### src/rtl/nor_cmd_front.sv
module nor_cmd_front #(
  parameter int DUMMY_W = 4,
  parameter int SEG_W   = 2
) (
  input  logic               clk,
  input  logic               rst_n,
  input  logic               cs_n,
  input  logic               rx_valid,
  input  logic [7:0]         rx_byte,
  input  logic               wr_en,
  input  logic               eeprom_cfg,
  input  logic [DUMMY_W-1:0] dummy_cfg,
  output logic               op_go,
  output logic [2:0]         op_kind,
  output logic [31:0]        op_addr,
  output logic               rsp_valid,
  output logic [7:0]         rsp_byte,
  output logic               cmd_err
);
  localparam int CNT_W = $clog2(4 + (1 << DUMMY_W));
  localparam logic [2:0] K_RD = 3'd0, K_FRD = 3'd1, K_DRD = 3'd2, K_QRD = 3'd3,
                         K_PGM = 3'd4, K_E4K = 3'd5, K_ESC = 3'd6;

  typedef enum logic [1:0] {S_IDLE, S_COLLECT, S_HOLD} st_t;
  st_t st;

  logic             wide, to_seg;
  logic [7:0]       seg;
  logic [2:0]       kind;
  logic [CNT_W-1:0] alen, need, cnt;
  logic [31:0]      sh;

  logic             is_addr, has_dummy, force4;
  logic [2:0]       kind_d;
  logic [CNT_W-1:0] alen_d, need_d;
  logic [31:0]      sh_n, fin;

  always_comb begin
    is_addr = 1'b1; has_dummy = 1'b0; force4 = 1'b0; kind_d = K_RD;
    case (rx_byte)
      8'h03: kind_d = K_RD;
      8'h13: begin kind_d = K_RD;  force4 = 1'b1; end
      8'h0B: begin kind_d = K_FRD; has_dummy = 1'b1; end
      8'h0C: begin kind_d = K_FRD; has_dummy = 1'b1; force4 = 1'b1; end
      8'h3B: begin kind_d = K_DRD; has_dummy = 1'b1; end
      8'h3C: begin kind_d = K_DRD; has_dummy = 1'b1; force4 = 1'b1; end
      8'h6B: begin kind_d = K_QRD; has_dummy = 1'b1; end
      8'h6C: begin kind_d = K_QRD; has_dummy = 1'b1; force4 = 1'b1; end
      8'h02: kind_d = K_PGM;
      8'h12: begin kind_d = K_PGM; force4 = 1'b1; end
      8'h20: kind_d = K_E4K;
      8'h21: begin kind_d = K_E4K; force4 = 1'b1; end
      8'hD8: kind_d = K_ESC;
      8'hDC: begin kind_d = K_ESC; force4 = 1'b1; end
      default: is_addr = 1'b0;
    endcase
  end

  assign alen_d = eeprom_cfg ? CNT_W'(2) : (force4 || wide) ? CNT_W'(4) : CNT_W'(3);
  assign need_d = alen_d + (has_dummy ? CNT_W'(dummy_cfg) : CNT_W'(0));
  assign sh_n   = (cnt < alen) ? {sh[23:0], rx_byte} : sh;
  assign fin    = (alen == CNT_W'(3))
                ? sh_n + ({{(32-SEG_W){1'b0}}, seg[SEG_W-1:0]} << 24)
                : sh_n;

  always_ff @(posedge clk) begin
    if (!rst_n) begin
      st <= S_IDLE; wide <= 1'b0; seg <= 8'h00; to_seg <= 1'b0;
      kind <= K_RD; alen <= '0; need <= '0; cnt <= '0; sh <= '0;
      op_go <= 1'b0; op_kind <= K_RD; op_addr <= '0;
      rsp_valid <= 1'b0; rsp_byte <= 8'h00; cmd_err <= 1'b0;
    end else begin
      op_go <= 1'b0; rsp_valid <= 1'b0; cmd_err <= 1'b0;
      if (cs_n) begin
        st <= S_IDLE;
      end else if (rx_valid) begin
        case (st)
          S_IDLE: begin
            st <= S_HOLD; cnt <= '0; sh <= '0; to_seg <= 1'b0;
            if (is_addr) begin
              st <= S_COLLECT; kind <= kind_d; alen <= alen_d; need <= need_d;
            end else begin
              case (rx_byte)
                8'hB7: wide <= 1'b1;
                8'hE9: wide <= 1'b0;
                8'hC8: begin rsp_valid <= 1'b1; rsp_byte <= seg; end
                8'h70: begin rsp_valid <= 1'b1; rsp_byte <= {7'b1000000, wide}; end
                8'hC5: if (wr_en) begin
                  st <= S_COLLECT; to_seg <= 1'b1; alen <= '0; need <= CNT_W'(1);
                end
                default: cmd_err <= 1'b1;
              endcase
            end
          end
          S_COLLECT: begin
            cnt <= cnt + CNT_W'(1);
            sh  <= sh_n;
            if (cnt == need - CNT_W'(1)) begin
              st <= S_HOLD;
              if (to_seg) seg <= rx_byte;
              else begin
                op_go <= 1'b1; op_kind <= kind; op_addr <= fin;
              end
            end
          end
          default: ;
        endcase
      end
    end
  end
endmodule

### config.mk
export PLATFORM = sky130hd
export DESIGN_NAME = nor_cmd_front
export DESIGN_NICKNAME = d
export VERILOG_FILES = /design/src/rtl/nor_cmd_front.sv
export SDC_FILE = /design/constraint.sdc
export NUM_CORES = 1
export LEC_CHECK = 0
export ABC_AREA = 0
export CAP_MARGIN = 25
export CORE_UTILIZATION = 40
export DETAILED_ROUTE_END_ITERATION = 7
export PLACE_DENSITY_LB_ADDON = 0.15
export SKIP_CTS_REPAIR_TIMING = 1
export SYNTH_ARGS = -nofsm -noshare
export SYNTH_HDL_FRONTEND = slang
export SYNTH_SLANG_ARGS = --single-unit
### constraint.sdc
create_clock -name clk -period 4.2 [get_ports clk]
set_input_delay 0.84 -clock clk [delete_from_list [all_inputs] [get_ports clk]]
set_output_delay 0.84 -clock clk [all_outputs]
set_load 0.005 [all_outputs]
Yosys cells after proc, flatten, opt, wreduce, memory -nomap -nowiden

Index checks and enable logic that the tools add are counted.

Output and inout port bits: 46
Input bits: 18
Register bits: 108
Word-level logic and storage cells: 111

$add $sub $neg: 4
Magnitude comparators: 1
Reductions and logical operators: 30
Mux-type cells: 30
Bitwise logic cells: 8
Equality and inequality tests: 23

Operators by type and width:

| cell               | count |
|---|---|
| $mux 32            | 2 |
| $pmux 32 s2        | 1 |
| $eq 8x8->1 const B | 6 |
| $add 32x26->32     | 1 |
| $eq 8x6->1 const B | 4 |
| $mux 5             | 6 |
| $reduce_and 5->1   | 5 |
| $eq 8x7->1 const B | 3 |
| $pmux 3 s6         | 1 |
| $eq 8x2->1 const B | 2 |
| $eq 8x4->1 const B | 2 |
| $eq 8x5->1 const B | 2 |
| $pmux 8 s2         | 1 |
| $reduce_or 2->1    | 8 |
| $reduce_or 5->1    | 3 |
| $reduce_or 14->1   | 1 |
| $pmux 5 s2         | 1 |
| $reduce_bool 2->1  | 5 |
| $mux 1             | 9 |
| $reduce_and 3->1   | 3 |
| $mux 2             | 4 |
| $not 1->1          | 8 |
| $reduce_or 7->1    | 1 |
| $mux 3             | 2 |
| other kinds (15)   | 15 |

Depth between registers and ports, before layout

Gate-level depths: netlist (run 1).

Word-level depth: 8
Gate-level depth with buffers: 13
Depth with buffers taken out: 12

Worst setup path before layout (run 1)

OpenSTA, ideal clock, no wires.

Path type: input-to-reg
Start point: in rx_byte[4]
End point: reg need[4]
Setup slack: 1.054 ns
Cell stages on the path: 13
Required time: 4.108 ns
Library setup time: 0.092 ns
Path buffers: 2
Arrival time: 3.054 ns
Cell sequence: clkbuf_1 > clkbuf_1 > inv_1 > a211o_1 > a311oi_1 > nand2b_1 > inv_1 > ha_1 > inv_1 > fa_1 > inv_1 > a21oi_1 > o32ai_1

Word-level cells in the longest chain between the ends: 8
Elaborated cells between the ends (all ways): 30
Classes of those cells: add/sub (1); eq/ne (15); mux (7); reduce/logical (7)

Ends and longest elaborated chain:

| what                                     | line | source |
|---|---|---|
| from (decl)                              | 9    | `input logic [7:0] rx_byte,` |
| $eq 8x8->1, or another cell as far along | 40   | `case (rx_byte)` |
| $reduce_or 7->1 (no source line)         | n/a  |  |
| $mux 1                                   | 40   |  |
| $logic_or 1x1->1                         | 59   | `assign alen_d = eeprom_cfg ? CNT_W'(2) : (force4 \|\| wide) ? CNT_W'(4) : CNT_W'(3);` |
| $mux 3 (2 in series)                     | 59   |  |
| $add 3x4->5                              | 60   | `assign need_d = alen_d + (has_dummy ? CNT_W'(dummy_cfg) : CNT_W'(0));` |
| $mux 5                                   | 80   | `if (is_addr) begin` |
| to (signal assigned)                     | 69   | `kind <= K_RD; alen <= '0; need <= '0; cnt <= '0; sh <= '0;` |
| to (signal assigned)                     | 81   | `st <= S_COLLECT; kind <= kind_d; alen <= alen_d; need <= need_d;` |
| to (signal assigned)                     | 89   | `st <= S_COLLECT; to_seg <= 1'b1; alen <= '0; need <= CNT_W'(1);` |
| to (decl)                                | 30   | `logic [CNT_W-1:0] alen, need, cnt;` |

Several ways; a longest one is shown, not always the timed one.
A chain may end at the register's enable or synchronous reset.

Final worst setup path (run 1)

Start point: reg alen[1]
End point: reg op_addr[30]

Word-level cells in the longest chain between the ends: 4
Elaborated cells between the ends (all ways): 5
Classes of those cells: add/sub (1); order compare (1); eq/ne (1); mux (2)

Ends and longest elaborated chain:

| what                   | line | source |
|---|---|---|
| from (decl)            | 30   |  |
| from (signal assigned) | 69   |  |
| from (signal assigned) | 81   |  |
| from (signal assigned) | 89   |  |
| $lt 5x5->1             | 61   | `assign sh_n = (cnt < alen) ? {sh[23:0], rx_byte} : sh;` |
| $mux 32                | 61   |  |
| $add 32x26->32         | 63   | `? sh_n + ({{(32-SEG_W){1'b0}}, seg[SEG_W-1:0]} << 24)` |
| $mux 32 (*)            | 63   |  |
| to (signal assigned)   | 70   | `op_go <= 1'b0; op_kind <= K_RD; op_addr <= '0;` |
| to (signal assigned)   | 102  | `op_go <= 1'b1; op_kind <= kind; op_addr <= fin;` |
| to (decl)              | 15   | `output logic [31:0] op_addr,` |

Every way passes the cells marked *; elsewhere a longest branch is shown, timed or not.

==> impl_metrics.yaml, run 1 <==
timing:
  setup_ws_ns: 0.7299
  worstMarginPinSlew_ns: 0.8976
  max_slew_margin_pct: 40.16
  setup_viol: 0
  fmax_ghz: 0.2882
  rsz0062_at_grt: "no"
  tns_ns: 0
  slew_viol_final: 0
  final_hold_viol_count: 0
  period_minus_slack_ns: 3.470
  fin_crit_sh_pct: 82.62
  clock_skew_ns: 0.01049
global_routing:
  track_usage_pct: 20.58
  grt_max_degree: 50
  use_met3_pct: 2.751
  grt_pass1_vias: 4614
  use_met2_pct: 34.19
  grt_pass1_wl_mm: 23.26
  grt_antenna_before_repair: 0
  overflow: 0
  top_usage_layer: "met2"
  grt_util_met1_pct: 26.68
synthesis:
  netlist.area_leader.share_pct: 39.08
  synth_area_leaders: "dfxtp_1 39%, nor2_1 6.5%, a22o_1 4.8%"
  synth_fp_nets: 674
  ys_warn_count: 0
  synthDistinctLibCells: 59
  ys_async_sr_fraction_pct: 0
  netlist.top_cell.by_area: "dfxtp_1"
  synth_ff_type: "dfxtp_1"
  syn-cell-area_um2: 5430
  synth_cells: 645
  ys_seq_area_share_pct: 39.08
  synth-edff-count: 0
  synth_area_per_cell_um2: 8.419
  ys_ff_latch: 106
setup_path:
  cp.required_ns: 4.44
  cp.arrival_ns: 3.71
  start_kind: "register"
  critical_path_peak_fanout: 14
  worst_setup_path_end_kind: "register"
  path_class: "register to register"
  reg2reg_depth: 12
power:
  cellPowerDensity_nw_per_um2: 301.9
  leakage_nw: 2.157
  ir_drop_mv: 0.1697
min_path:
  hold_depth: 2
  min_path_type: "register to register"
route:
  via_count: 4904
  drtPass1Iterations: 6
  drt_iter0_markers: 335
  wl_per_cell_um: 16.49
  avgViaCountPerCell: 5.656
  drc: 0
  ant_nets: 0
  totalWireLength_mm: 14.29
clock_network:
  clock_latency_ns: 0.35
  cts_buffer_depth: 2
  cts_inserted_buffers: 9
  cts_tree: "built"
  htree_levels: 3
  cts.sinks: 106
  clk_pin_slew_ns: 0.07
  root_buffer: "clkbuf_16"
place:
  placedCellCount: 851
  place_congestion: 0.8560
  pre_cts_ws_ns: 0.4089
  portBuffers: 63
  hpwl_mm: 9.743
floorplan:
  core_area_um2: 13240
  die_h_um: 118.5
  die_area_um2: 14050
  ios: 64
  start_util_pct: 41.01
  rows: 42
  die_w_um: 118.5
layout:
  multi_input_area_um2: 3023
  synthToLayoutAreaGrowth_pct: 19.84
  final_cells: 867
  final-seq-area_um2: 2122
  fillCellCount: 1336
  nNetsFinal: 715
  final_common_cell: "dfxtp_1"
  drive_gt1_share_pct: 7.091
  diodes: 0
  mostFrequentLayoutCells: "106 x dfxtp_1, 94 x nor2_1, 70 x nand2_1"
run:
  cap_viol_max_count: 0
status:
  status: "finished, final reports clean"
-- sequential cells by signal (all words and copies together) (netlist names), 2 cells and up --
name / count
op_addr: 32
sh: 32
rsp_byte: 8
seg: 8
cnt: 5
need: 5
alen: 3
kind: 3
op_kind: 3
st: 2
-- critical path, cell delays in order, from the launching register on --
cell      delay [ns]
dfxtp_1         0.39
inv_1           0.10
ha_1            0.21
or3b_2          0.49
a21o_1          0.34
mux2_2          0.37
ha_1            0.23
fa_1            0.36
nand4b_1        0.28
nor2_1          0.09
xnor2_1         0.13
o211a_1         0.20
o21a_1          0.16
-- stage by stage --
stage,area (um2),total power [W],util (%),hold slack (ns)
3_3_place_gp,6210,0.001141,46.89,0.4600
6_report,6507,0.001965,49.14,0.4703
2_1_floorplan,5430,0.001098,-,0.4412
4_1_cts,6507,0.001981,49.14,0.4744
5_1_grt,6507,0.002034,49.14,0.4931
3_5_place_dp,6210,0.001143,46.89,0.4644
-- final timing paths --
check,from,endpoint,slack [ns]
setup / recovery,alen[1],op_addr[30],0.73
setup reg to reg,alen[1],op_addr[30],0.73
hold / removal,op_addr[29],op_addr[29],0.47
hold reg to reg,op_addr[29],op_addr[29],0.47
-- kinds of logic after synthesis --
family          share of synthesized area [%]
xor+xnor                                2.903
fa+ha+maj                               2.811
flops                                   39.08
compound gates                          24.86
mux                                     2.995
simple gates                            22.00
buf+inv                                 5.345
-- synth_stat cells, drive strengths merged, types with 13 or more instances --
master / number
o21ai: 13
buf: 19
a21oi: 24
nor2: 94
nand2: 70
dfxtp: 106
inv: 19
a22oi: 31
nand3: 18
mux2i: 14
clkbuf: 33
a22o: 30
a311oi: 25
-- report_power, final --
part | leakage [nW] | internal (W) | switching (W)
Clock | 0.144 | 0.000444 | 0.000402
Sequential | 0.854 | 0.00101 | 0.00000195
Combinational | 1.16 | 0.0000391 | 0.0000727
Total | 2.16 | 0.00149 | 0.000476
-- layer usage --
layer,vias to the layer above,part of all wire (%)
li1,2417,-
met1,2337,46
met2,125,47
met3,25,3.7
met4,0,2.7
met5,-,0
-- layout make-up --
cell class / count / area share [%]
multi-input cells: 468 / 46.45
flip-flops and latches: 106 / 32.61
repair buffers: 82 / 11.88
clock buffers: 11 / 3.884
well taps: 176 / 3.384
inverters: 19 / 1.096
clock inverters: 5 / 0.6922
No activity file was read; power rests on OpenSTA's default activity.
==> run 2: changes to the inputs <==
==> constraint.sdc (replaced) <==
create_clock -name clk -period 3.6 [get_ports clk]
set_input_delay 0.72 -clock clk [delete_from_list [all_inputs] [get_ports clk]]
set_output_delay 0.72 -clock clk [all_outputs]
set_load 0.005 [all_outputs]
==> impl_metrics.yaml, run 2 (synthesis gave the netlist of run 1 again) <==
timing:
  tns_ns: 0
  fmax_ghz: 0.3014
  final_hold_viol_count: 0
  period_minus_slack_ns: 3.318
  setup_viol: 0
  clock_skew_ns: 0.009070
  fin_crit_sh_pct: 92.17
  max_slew_margin_pct: 58.84
  rsz0062_at_grt: "no"
  slew_viol_final: 0
  worstMarginPinSlew_ns: 0.6175
run:
  cap_viol_max_count: 0
global_routing:
  grt_pass1_vias: 4758
  grt_max_degree: 61
  grt_antenna_before_repair: 0
  track_usage_pct: 21.29
  grt_pass1_wl_mm: 24.07
  overflow: 0
clock_network:
  cts_inserted_buffers: 9
  htree_levels: 3
  cts_tree: "built"
  cts_buffer_depth: 2
  cts.sinks: 106
  clock_latency_ns: 0.35
  root_buffer: "clkbuf_16"
  clk_pin_slew_ns: 0.08
power:
  ir_drop_mv: 0.1911
  cellPowerDensity_nw_per_um2: 371.4
  leakage_nw: 2.224
layout:
  top_regs: "op_addr x32, sh x32"
  synthToLayoutAreaGrowth_pct: 22.24
  drive_gt1_share_pct: 8.286
  final_cells: 876
  mostFrequentLayoutCells: "106 x dfxtp_1, 94 x nor2_1, 70 x nand2_1"
  diodes: 0
  final_common_cell: "dfxtp_1"
  nNetsFinal: 724
  utilization_pct: 50.12
floorplan:
  core_area_um2: 13240
  ios: 64
  die_h_um: 118.5
  die_w_um: 118.5
  start_util_pct: 41.01
  rows: 42
  die_area_um2: 14050
route:
  wl_met2_mm: 6.687
  met3WireLength_um: 412
  via_count: 4915
  top_layer_used: "met4"
  totalWireLength_mm: 14.35
  avgViaCountPerCell: 5.611
  drtPass1Iterations: 5
  wl_per_cell_um: 16.38
  met1_length_mm: 6.912
  ant_nets: 0
  drt_iter0_markers: 499
  drc: 0
status:
  status: "finished, final reports clean"
setup_path:
  worst_r2r_endpoint: "op_addr[30]"
  critical_path_peak_fanout: 9
  reg2reg_depth: 12
  r2r_setup_slack_ns: 0.28
  worst_setup_path_end_kind: "register"
  cp.required_ns: 3.84
  r2r_start: "alen[1]"
  start_kind: "register"
  path_class: "register to register"
  cp.arrival_ns: 3.56
min_path:
  holdPathEnd: "rsp_byte[3]"
  min_path_type: "register to register"
  hold_depth: 2
  min_from: "rsp_byte[3]"
place:
  portBuffers: 63
  placedCellCount: 860
  place_congestion: 0.8328
  hpwl_mm: 9.759
[run 2: changes by cell type in the layout (fill, tap and decap cells not counted), sizes merged]
cell      previous run  this run
clkinvlp             1         2
clkbuf              11         9
clkinv               2         0
bufinv               0         3
buf                 19        28
[run 2: worst max-delay path by stage]
stage                          start           to  slack (ns)  cells after the start
final                        alen[1]  op_addr[30]        0.28                     12
after detailed placement  rx_byte[6]      need[4]        0.05                     13
after global placement    rx_byte[6]      need[4]        0.18                     13
after CTS                    alen[1]  op_addr[30]        0.30                     12
after global routing         alen[1]  op_addr[30]         0.1                     12
after floorplan              alen[1]  op_addr[30]        0.46                     13
[run 2: cell type report]
class / count / area, um2
clock buffers: 9 / 225.2
clock inverters: 7 / 122.6
fillers: 1297 / 6605
inverters: 19 / 71.32
multi-input cells: 468 / 3023
flip-flops and latches: 106 / 2122
well taps: 176 / 220.2
repair buffers: 91 / 853.3
[run 2: where the power goes]
group          switching [W]  internal, W
Sequential        0.00000191      0.00117
Combinational      0.0000873    0.0000518
Clock               0.000466     0.000685
Total               0.000555      0.00191
[run 2: stage by stage]
step	hold WS [ns]	power [W]	area, um2	setup WS (ns)
after floorplan	0.4412	0.001281	5430	0.4602
after global placement	0.4554	0.001340	6290	0.1810
after detailed placement	0.4558	0.001341	6290	0.05113
after CTS	0.4687	0.002484	6638	0.2966
after global routing	0.4874	0.002552	6638	0.09555
final	0.4655	0.002465	6638	0.2819
[run 2: critical path, cell delays in order, from the launching register on]
cell      delay, ns
dfxtp_1        0.37
inv_1          0.09
ha_1           0.21
or3b_2         0.50
a21o_1         0.21
mux2_2         0.30
ha_1           0.23
fa_1           0.38
nand4b_1       0.30
nor2_1         0.09
xnor2_1        0.15
o211a_1        0.21
o21a_1         0.16
[run 2: metal layers]
layer	track usage, %	vias up
li1	-	2434
met1	28.46	2341
met2	34.49	118
met3	2.896	22
met4	8.703	0
met5	0	-
==> run 3: changes to the inputs <==
--- a/config.mk
+++ b/config.mk
@@ -9,6 +9,7 @@
 export CAP_MARGIN = 25
 export CORE_UTILIZATION = 40
 export DETAILED_ROUTE_END_ITERATION = 7
+export GPL_TIMING_DRIVEN = 0
 export PLACE_DENSITY_LB_ADDON = 0.15
 export SKIP_CTS_REPAIR_TIMING = 1
 export SYNTH_ARGS = -nofsm -noshare
==> impl_metrics.yaml, run 3 (synthesis gave the netlist of run 1 again) <==
layout:
  multi_input_area_um2: 3028
  final-seq-area_um2: 2122
  nNetsFinal: 745
  top_regs: "op_addr x32, sh x32"
  drive_gt1_share_pct: 6.657
  utilization_pct: 49.66
  mostFrequentLayoutCells: "106 x dfxtp_1, 94 x nor2_1, 70 x nand2_1"
  fillCellCount: 1310
  diodes: 0
  final_common_cell: "dfxtp_1"
  synthToLayoutAreaGrowth_pct: 21.11
place:
  place_congestion: 0.8783
  hpwl_mm: 11.20
  portBuffers: 60
min_path:
  min_path_type: "register to register"
global_routing:
  overflow: 0
  grt_pass1_vias: 4937
  grt_antenna_before_repair: 0
  grt_max_degree: 20
  grt_pass1_wl_mm: 24.96
  track_usage_pct: 22.38
setup_path:
  crit_path_cell_trace: "inv_1 -> ha_1 -> or3b_2 -> a21o_1 -> mux2_2 -> ha_1 -> fa_1 -> nand4b_1 -> buf_4 -> nor2_1 -> xnor2_1 -> o211a_1 -> o21a_1"
  slowest_stage: "or3b_2"
  cp_num_buf_inv: 2
  r2r_setup_slack_ns: 0.20
  critical_path_peak_fanout: 9
  cp.required_ns: 3.85
  crit_family: "adder cells"
  path_class: "register to register"
  critPathMaxStageDelay_ns: 0.48
  worst_setup_path_end_kind: "register"
  cp_common_cell: "ha_1"
  start_kind: "register"
  cp.arrival_ns: 3.65
run:
  cap_viol_max_count: 0
route:
  drtPass1Iterations: 5
  totalWireLength_mm: 15.22
  met3WireLength_um: 823
  drc: 0
  drt_iter0_markers: 349
  ant_nets: 0
  via_count: 5096
  top_layer_used: "met4"
  wl_met2_mm: 7.042
  met1_length_mm: 6.962
  avgViaCountPerCell: 5.681
  wl_per_cell_um: 16.96
timing:
  fmax_ghz: 0.2941
  max_slew_margin_pct: 43.04
  clock_skew_ns: 0.006348
  slew_viol_final: 0
  worstMarginPinSlew_ns: 0.8543
  whs_ns: 0.4717
  setup_viol: 0
  rsz0062_at_grt: "no"
  period_minus_slack_ns: 3.400
  fin_crit_sh_pct: 94.44
  final_hold_viol_count: 0
floorplan:
  die_w_um: 118.5
  die_area_um2: 14050
  die_h_um: 118.5
  rows: 42
  ios: 64
  core_area_um2: 13240
  start_util_pct: 41.01
clock_network:
  clock_latency_ns: 0.35
  cts_inserted_buffers: 9
  root_buffer: "clkbuf_16"
  cts_tree: "built"
  htree_levels: 3
  clk_pin_slew_ns: 0.08
  cts.sinks: 106
  cts_buffer_depth: 2
power:
  leakage_nw: 2.190
  swShare_pct: 24.66
  cellPowerDensity_nw_per_um2: 357.0
  power_frac_comb_pct: 5.8
  power.internal_w: 0.001769
  ir_drop_mv: 0.2059
  power_frac_clock_pct: 44.2
  p_seq_share_pct: 50.0
  power.switching_w: 0.0005789
status:
  status: "finished, final reports clean"
-- run 3: cell count changes in the layout (fill, tap and decap cells not counted), sizes merged --
cell           before  now
clkbuf              9   42
buf                28   19
clkdlybuf4s50      63   60
clkinv              0    3
bufinv              3    1
clkinvlp            2    0
inv                21   22
-- run 3: metrics by stage --
stage	TNS (ns)	cell area (um2)	worst slack, ns	cells	total power [W]
2_1_floorplan	0	5430	0.4602	645	0.001281
3_3_place_gp	-1.265	6251	-0.3560	881	0.001335
3_5_place_dp	-1.367	6251	-0.3892	881	0.001336
4_1_cts	-0.04374	6560	-0.03156	897	0.002366
5_1_grt	0	6576	0.01229	897	0.002419
6_report	0	6576	0.2001	897	0.002348
-- run 3: area by class of cell --
type	count	share of cell area, %
buffer	51	3.311
clock buffer	9	3.425
clock inverter	7	1.275
inverter	19	1.084
multi-input combinational	468	46.04
sequential	106	32.27
tap	176	3.349
timing repair buffer	61	9.247
-- run 3: worst paths after layout --
| path | depth (start not counted) | to | start |
|---|---|---|---|
| setup / recovery | 13 | op_addr[30] | alen[1] |
| hold / removal | 2 | rsp_byte[5] | rsp_byte[5] |
| setup reg to reg | 13 | op_addr[30] | alen[1] |
| hold reg to reg | 2 | rsp_byte[5] | rsp_byte[5] |
-- run 3: layer usage --
| layer | vias to the layer above | GRT usage [%] |
|---|---|---|
| li1 | 2477 | - |
| met1 | 2431 | 29.63 |
| met2 | 163 | 36.36 |
| met3 | 25 | 3.137 |
| met4 | 0 | 9.573 |
| met5 | - | 0 |
-- run 3: worst reg2reg max path, cell delays in order, from the launching register on --
cell,delay [ns]
dfxtp_1,0.39
inv_1,0.09
ha_1,0.21
or3b_2,0.48
a21o_1,0.31
mux2_2,0.36
ha_1,0.24
fa_1,0.37
nand4b_1,0.10
buf_4,0.16
nor2_1,0.06
xnor2_1,0.12
o211a_1,0.23
o21a_1,0.17
-- run 3: power groups by stage --
stage / logic (W) / clock network, W / registers (W)
after global placement: 0.000132 / 0 / 0.00120
after CTS: 0.000134 / 0.00106 / 0.00117
final: 0.000135 / 0.00104 / 0.00118
after detailed placement: 0.000133 / 0 / 0.00120
after floorplan: 0.0000787 / 0 / 0.00120
after global routing: 0.000147 / 0.00110 / 0.00118
